<file path="src/rtl/qspiRdPkg.sv">
package qspiRdPkg;

  typedef enum logic [1:0] {
    PH_CMD,
    PH_ADDR,
    PH_DUMMY,
    PH_DATA
  } phase_e;

  typedef enum logic [1:0] {
    ST_IDLE,
    ST_XFER,
    ST_GAP
  } ctrlState_e;

  // strobes from sequencer to datapath
  typedef struct packed {
    logic load;      // latch command and byte address
    logic advance;   // move next outgoing nibble to the top
    logic capture;   // take one incoming nibble
    logic finish;    // form the returned word
    logic active;    // chip-select asserted
    logic driveBus;  // data lines are outputs
  } dpCtrl_t;

  localparam int CMD_CLKS   = 2;
  localparam int ADDR_CLKS  = 6;
  localparam int DATA_CLKS  = 4;
  localparam int FIXED_CLKS = CMD_CLKS + ADDR_CLKS + DATA_CLKS;

endpackage

</file>
<file path="src/rtl/qspiRdCtrl.sv">
module qspiRdCtrl
  import qspiRdPkg::*;
#(
  parameter int WINDOW_CLKS = 32,
  parameter int DUMMY_W     = 5
) (
  input  logic               clk,
  input  logic               rstN,
  input  logic               reqValid,
  input  logic [DUMMY_W-1:0] dummyCount,
  output dpCtrl_t            strobes,
  output logic               reqAck,
  output logic               flashCsN,
  output logic               flashSclk
);

  localparam int CNT_W     = $clog2(WINDOW_CLKS + 1);
  localparam int MAX_DUMMY = WINDOW_CLKS - FIXED_CLKS - 1;
  localparam int ADDR_END  = CMD_CLKS + ADDR_CLKS;

  ctrlState_e         state;
  logic               half;
  logic               gapSecond;
  logic [CNT_W-1:0]   clkIdx;
  logic [DUMMY_W-1:0] dummyLat;
  logic [DUMMY_W-1:0] dummyEff;
  logic [CNT_W-1:0]   dataStart;
  logic [CNT_W-1:0]   lastIdx;
  phase_e             phase;
  logic               inXfer;

  always_comb begin
    if (int'(dummyCount) > MAX_DUMMY) dummyEff = DUMMY_W'(MAX_DUMMY);
    else                              dummyEff = dummyCount;
  end

  assign dataStart = CNT_W'(ADDR_END) + CNT_W'(dummyLat);
  assign lastIdx   = dataStart + CNT_W'(DATA_CLKS - 1);

  always_comb begin
    if (clkIdx < CNT_W'(CMD_CLKS))      phase = PH_CMD;
    else if (clkIdx < CNT_W'(ADDR_END)) phase = PH_ADDR;
    else if (clkIdx < dataStart)        phase = PH_DUMMY;
    else                                phase = PH_DATA;
  end

  assign inXfer = (state == ST_XFER);

  always_comb begin
    strobes.load     = (state == ST_IDLE) && reqValid;
    strobes.advance  = inXfer && half && (phase != PH_DATA);
    strobes.capture  = inXfer && half && (phase == PH_DATA);
    strobes.finish   = inXfer && half && (clkIdx == lastIdx);
    strobes.active   = inXfer;
    strobes.driveBus = inXfer && ((phase == PH_CMD) || (phase == PH_ADDR));
  end

  always_ff @(posedge clk) begin
    if (!rstN) begin
      state     <= ST_IDLE;
      half      <= 1'b0;
      gapSecond <= 1'b0;
      clkIdx    <= '0;
      dummyLat  <= '0;
      reqAck    <= 1'b0;
    end else begin
      reqAck <= strobes.finish;
      case (state)
        ST_IDLE: begin
          if (reqValid) begin
            state    <= ST_XFER;
            half     <= 1'b0;
            clkIdx   <= '0;
            dummyLat <= dummyEff;
          end
        end
        ST_XFER: begin
          half <= ~half;
          if (half) begin
            if (clkIdx == lastIdx) begin
              state     <= ST_GAP;
              gapSecond <= 1'b0;
            end else begin
              clkIdx <= clkIdx + CNT_W'(1);
            end
          end
        end
        ST_GAP: begin
          if (gapSecond) state <= ST_IDLE;
          else           gapSecond <= 1'b1;
        end
        default: state <= ST_IDLE;
      endcase
    end
  end

  assign flashCsN  = !inXfer;
  assign flashSclk = inXfer && half;

endmodule

</file>
<file path="src/rtl/qspiRdDatapath.sv">
module qspiRdDatapath
  import qspiRdPkg::*;
#(
  parameter int         ADDR_W   = 23,
  parameter logic [7:0] READ_CMD = 8'hEB
) (
  input  logic              clk,
  input  logic              rstN,
  input  dpCtrl_t           strobes,
  input  logic [ADDR_W-1:0] reqWordAddr,
  input  logic [23:0]       baseOffset,
  input  logic [3:0]        flashDqIn,
  output logic [3:0]        flashDqOut,
  output logic [3:0]        flashDqOe,
  output logic [15:0]       rdData
);

  localparam logic [3:0] IDLE_DRIVE = 4'b1100;
  localparam int         SHIFT_W    = 8 + 24;

  logic [23:0]        byteAddr;
  logic [SHIFT_W-1:0] outShift;
  logic [11:0]        inShift;

  assign byteAddr = 24'({reqWordAddr, 1'b0}) + baseOffset;

  always_ff @(posedge clk) begin
    if (!rstN) begin
      outShift <= '0;
      inShift  <= '0;
      rdData   <= '0;
    end else begin
      if (strobes.load)         outShift <= {READ_CMD, byteAddr};
      else if (strobes.advance) outShift <= {outShift[SHIFT_W-5:0], 4'h0};
      if (strobes.capture)      inShift  <= {inShift[7:0], flashDqIn};
      if (strobes.finish)       rdData   <= {inShift, flashDqIn};
    end
  end

  always_comb begin
    if (!strobes.active) begin
      flashDqOe  = IDLE_DRIVE;
      flashDqOut = IDLE_DRIVE;
    end else begin
      flashDqOe  = strobes.driveBus ? 4'hF : 4'h0;
      flashDqOut = outShift[SHIFT_W-1:SHIFT_W-4];
    end
  end

endmodule

</file>
<file path="src/rtl/qspiWordReader.sv">
module qspiWordReader
  import qspiRdPkg::*;
#(
  parameter int         ADDR_W      = 23,
  parameter int         DUMMY_W     = 5,
  parameter int         WINDOW_CLKS = 32,
  parameter logic [7:0] READ_CMD    = 8'hEB
) (
  input  logic               clk,
  input  logic               rstN,
  input  logic               reqValid,
  input  logic [ADDR_W-1:0]  reqWordAddr,
  input  logic [23:0]        baseOffset,
  input  logic [DUMMY_W-1:0] dummyCount,
  output logic               reqAck,
  output logic [15:0]        rdData,
  output logic               flashCsN,
  output logic               flashSclk,
  output logic [3:0]         flashDqOut,
  output logic [3:0]         flashDqOe,
  input  logic [3:0]         flashDqIn
);

  dpCtrl_t strobes;

  qspiRdCtrl #(
    .WINDOW_CLKS(WINDOW_CLKS),
    .DUMMY_W    (DUMMY_W)
  ) u_ctrl (
    .clk       (clk),
    .rstN      (rstN),
    .reqValid  (reqValid),
    .dummyCount(dummyCount),
    .strobes   (strobes),
    .reqAck    (reqAck),
    .flashCsN  (flashCsN),
    .flashSclk (flashSclk)
  );

  qspiRdDatapath #(
    .ADDR_W  (ADDR_W),
    .READ_CMD(READ_CMD)
  ) u_dp (
    .clk        (clk),
    .rstN       (rstN),
    .strobes    (strobes),
    .reqWordAddr(reqWordAddr),
    .baseOffset (baseOffset),
    .flashDqIn  (flashDqIn),
    .flashDqOut (flashDqOut),
    .flashDqOe  (flashDqOe),
    .rdData     (rdData)
  );

endmodule

</file>
<file path="config.mk">
export PLATFORM = sky130hd
export DESIGN_NAME = qspiWordReader
export DESIGN_NICKNAME = d
export VERILOG_FILES = /design/src/rtl/qspiRdPkg.sv /design/src/rtl/qspiRdCtrl.sv /design/src/rtl/qspiRdDatapath.sv /design/src/rtl/qspiWordReader.sv
export SDC_FILE = /design/constraint.sdc
export NUM_CORES = 1
export LEC_CHECK = 0
export ABC_AREA = 1
export BUFFER_PORTS_ARGS = -buffer_cell sky130_fd_sc_hd__buf_4
export CAP_MARGIN = 40
export CORE_UTILIZATION = 40
export DETAILED_ROUTE_END_ITERATION = 10
export PLACE_DENSITY = 0.58
export SETUP_SLACK_MARGIN = 0.4
export SLEW_MARGIN = 10
export SYNTH_ARGS = -nofsm -noshare
export SYNTH_HDL_FRONTEND = slang
export SYNTH_SLANG_ARGS = --single-unit
</file>
<file path="constraint.sdc">
create_clock -name clk -period 2.36 [get_ports clk]
set_input_delay 0.236 -clock clk [delete_from_list [all_inputs] [get_ports clk]]
set_output_delay 0.236 -clock clk [all_outputs]
set_load 0.02 [all_outputs]
</file>
==> results.cfg <==
[sta]
fmax_ghz = 0.502
hold_slack_ps = 145
slew_headroom_pct = 67.6
period_minus_slack_ps = 1990
final_max_slew_viol_count = 0
finalSetupTns_ps = 0
fin_worst_skew_ps = 5.87
finalCritPeriodShare_pct = 84.4
grt_setup_unrepaired = yes
hold_viol_final = 0
setup_viol = 0
worstMarginPinSlew_ps = 487
setup_slack_ps = 368

[place]
place_inst = 1021
dpl.hpwl_mm = 9.64
io_buffers = 85
pre_cts_slack_ps = 179
place_area_um2 = 5920
gp_congestion = 0.896

[power_and_ir_drop]
ir_drop_uv = 430
net-switching-power_mw = 1.23
p_clk_share_pct = 38.1
power_density_nw_per_um2 = 589
p_total_mw = 3.96
comb_power_share_pct = 26.2
internal_power_mw = 2.73
p_leak_nw = 3.08
p_seq_share_pct = 35.7
switching_share_pct = 31.1

[global_routing]
grt_pass1_wl_mm = 21.8
grt_pass1_vias = 4842
grt.total_usage_pct = 20.6
grt_max_degree = 31
antenna_found_initial = 0
grt_overflow = 0

[layout]
n_antenna_cell = 0
fill_cells = 1254
final-instance-count-excl-fill = 1062
fin_util_pct = 53.3
final_area_um2 = 6730
final_common_cell = nand2_1
layout_common_cells = nand2_1 (207), inv_1 (107), buf_4 (99), nor2_1 (80), dfxtp_1 (73)
drive_gt1_share_pct = 25.3
area_delta_synth_final_pct = 30.2
final_nets = 977

[setup_path]
end_kind = flop
critPathSlowestCell = dfxtp_4
cpPeakStageDelay_ps = 380
startpoint_type = flop
worstSetupPathType = reg -> reg
worst-path-max-fanout = 7
cp_top_family = simple AND/OR/NAND/NOR gates
crit_path_cell_trace = inv_4 > ha_4 > ha_4 > nand2_4 > nor2_1 > o21ai_1 > nand3_2 > nand2_4 > nand2_8 > nand2_8 > inv_12 > nor2_2 > nand2_1 > a21oi_1
required_ps = 2620
critical_path_buf_inv_count = 2
arrival_ps = 2250

[logic_synthesis]
syn-cell-area_um2 = 5160
synth_seq_cells = 76
syn_nets = 876
yosysWarnings = 0
synth_async_sr_flop_share_pct = 0
synth_edf_count = 0
syn_inst = 784
syn_area_per_cell_um2 = 6.59
synth_cell_types = 42
synth_top_flop_cell = dfxtp_1
yosysSeqAreaShare_pct = 29.5

[floorplan]
start_util_pct = 40.9
rows = 41
fp.dieW_um = 116
pin_count = 86
fp.coreArea_um2 = 12600
fp.dieArea_um2 = 13400
die_h_um = 116

[clock_network]
cts_made_buffers = 9
clkTransAtPathRegs_ps = 60
insertion_delay_ps = 330
cts_max_level = 3
cts_tree = yes
root_buffer = clkbuf_16
cts_buffer_depth = 2
cts.sinks = 76

[detailed_routing]
drc_errors = 0
first_pass_iters = 7
final_antenna_net_count = 0
vias = 5202
wl_mm = 13.6
drt_iter0_markers = 227
vias_per_cell = 4.90
wl_per_cell_um = 12.9

[worst_hold_path]
min_path_type = in -> reg

[run]
cap_violations = 0

[outcome]
outcome = complete, no violations
-- flip-flops by register name (all words and copies together) (netlist names) --
register	count
u_ctrl.clkIdx	6
u_ctrl.dummyLat	5
u_ctrl.gapSecond	1
u_ctrl.half	1
u_ctrl.reqAck	1
u_ctrl.state	2
u_dp.inShift	12
u_dp.outShift	32
u_dp.rdData	16
-- what timing repair did --
item                       in CTS  in global routing
setup buffers                  10                  7
hold buffers                    0                  0
setup endpoints to repair      39                 70
gates cloned                    2                  6
pin swaps                       4                 18
resized for setup              10                 62
-- routing by layer --
layer	wire (µm)	GRT usage [%]	vias to the layer above
li1	-	-	2692
met1	6070	25.1	2394
met2	6990	37.1	105
met3	424	3.45	11
met4	160	5.90	0
met5	0	0	-
-- synth_stat cells, types with 2 or more instances --
master / count / area, µm²
nand2_1: 214 / 803
a31oi_1: 5 / 31.3
dfxtp_1: 76 / 1520
a21oi_1: 60 / 300
inv_2: 4 / 15.0
inv_1: 109 / 409
clkbuf_1: 9 / 33.8
and2_1: 2 / 12.5
a221oi_1: 2 / 17.5
nor3_1: 4 / 20.0
buf_4: 4 / 30.0
nand2_8: 2 / 40.0
buf_2: 6 / 30.0
nand3_2: 11 / 110
or2_2: 3 / 18.8
buf_6: 4 / 45.0
nand2_2: 10 / 62.6
nor2_1: 85 / 319
xnor2_1: 4 / 35.0
nand2_4: 2 / 22.5
a21oi_2: 13 / 114
o21ai_0: 32 / 160
o21ai_2: 2 / 17.5
nor2_4: 3 / 33.8
ha_1: 32 / 400
nand3_1: 50 / 250
o21ai_1: 7 / 35.0
nand4_1: 7 / 43.8
xor2_1: 9 / 78.8
-- worst paths after layout --
path                      startpoint                 end  slack (ps)  depth (start not counted)
setup / recovery  u_ctrl.dummyLat[3]   u_dp.outShift[18]         370                         14
hold / removal         dummyCount[3]  u_ctrl.dummyLat[3]         140                          3
setup reg to reg  u_ctrl.dummyLat[3]   u_dp.outShift[18]         370                         14
hold reg to reg     u_dp.inShift[10]    u_dp.inShift[10]         460                          2
-- power groups by stage --
| stage | clock network [mW] | logic (mW) | registers [mW] |
|---|---|---|---|
| after global placement | 0 | 0.899 | 1.44 |
| after detailed placement | 0 | 0.913 | 1.44 |
| after CTS | 1.53 | 0.963 | 1.41 |
| after global routing | 1.58 | 1.17 | 1.42 |
| final | 1.51 | 1.04 | 1.42 |
| after floorplan | 0 | 0.673 | 1.42 |
-- worst register-to-register path: cells and delay by family (launching register included) --
family | cells | cell delay [ps]
and+or+nand+nor | 8 | 750
adders and majority gates | 2 | 470
DFF | 1 | 380
AOI/OAI and AO/OA | 2 | 210
buffers and inverters | 2 | 100
-- kinds of logic after synthesis --
kind of cell               after synthesis  share of synthesized area (%)
DFF                                     76                           29.5
and+or+nand+nor                        395                           34.1
buffers and inverters                  141                           12.0
adders and majority gates               33                           8.14
xor gates and xnor gates                13                           2.21
AOI/OAI and AO/OA                      126                           14.1
-- layout make-up --
| type | count | area, µm² | area share, % |
|---|---|---|---|
| repair buffers | 108 | 857 | 12.7 |
| inverters | 115 | 464 | 6.90 |
| clock inverters | 5 | 83.8 | 1.25 |
| flip-flops and latches | 76 | 1530 | 22.8 |
| repair inverters | 4 | 40.0 | 0.595 |
| well taps | 172 | 215 | 3.20 |
| clock buffers | 11 | 243 | 3.61 |
| multi-input cells | 571 | 3290 | 48.9 |
Note: power is estimated with default switching activity, not from simulation.
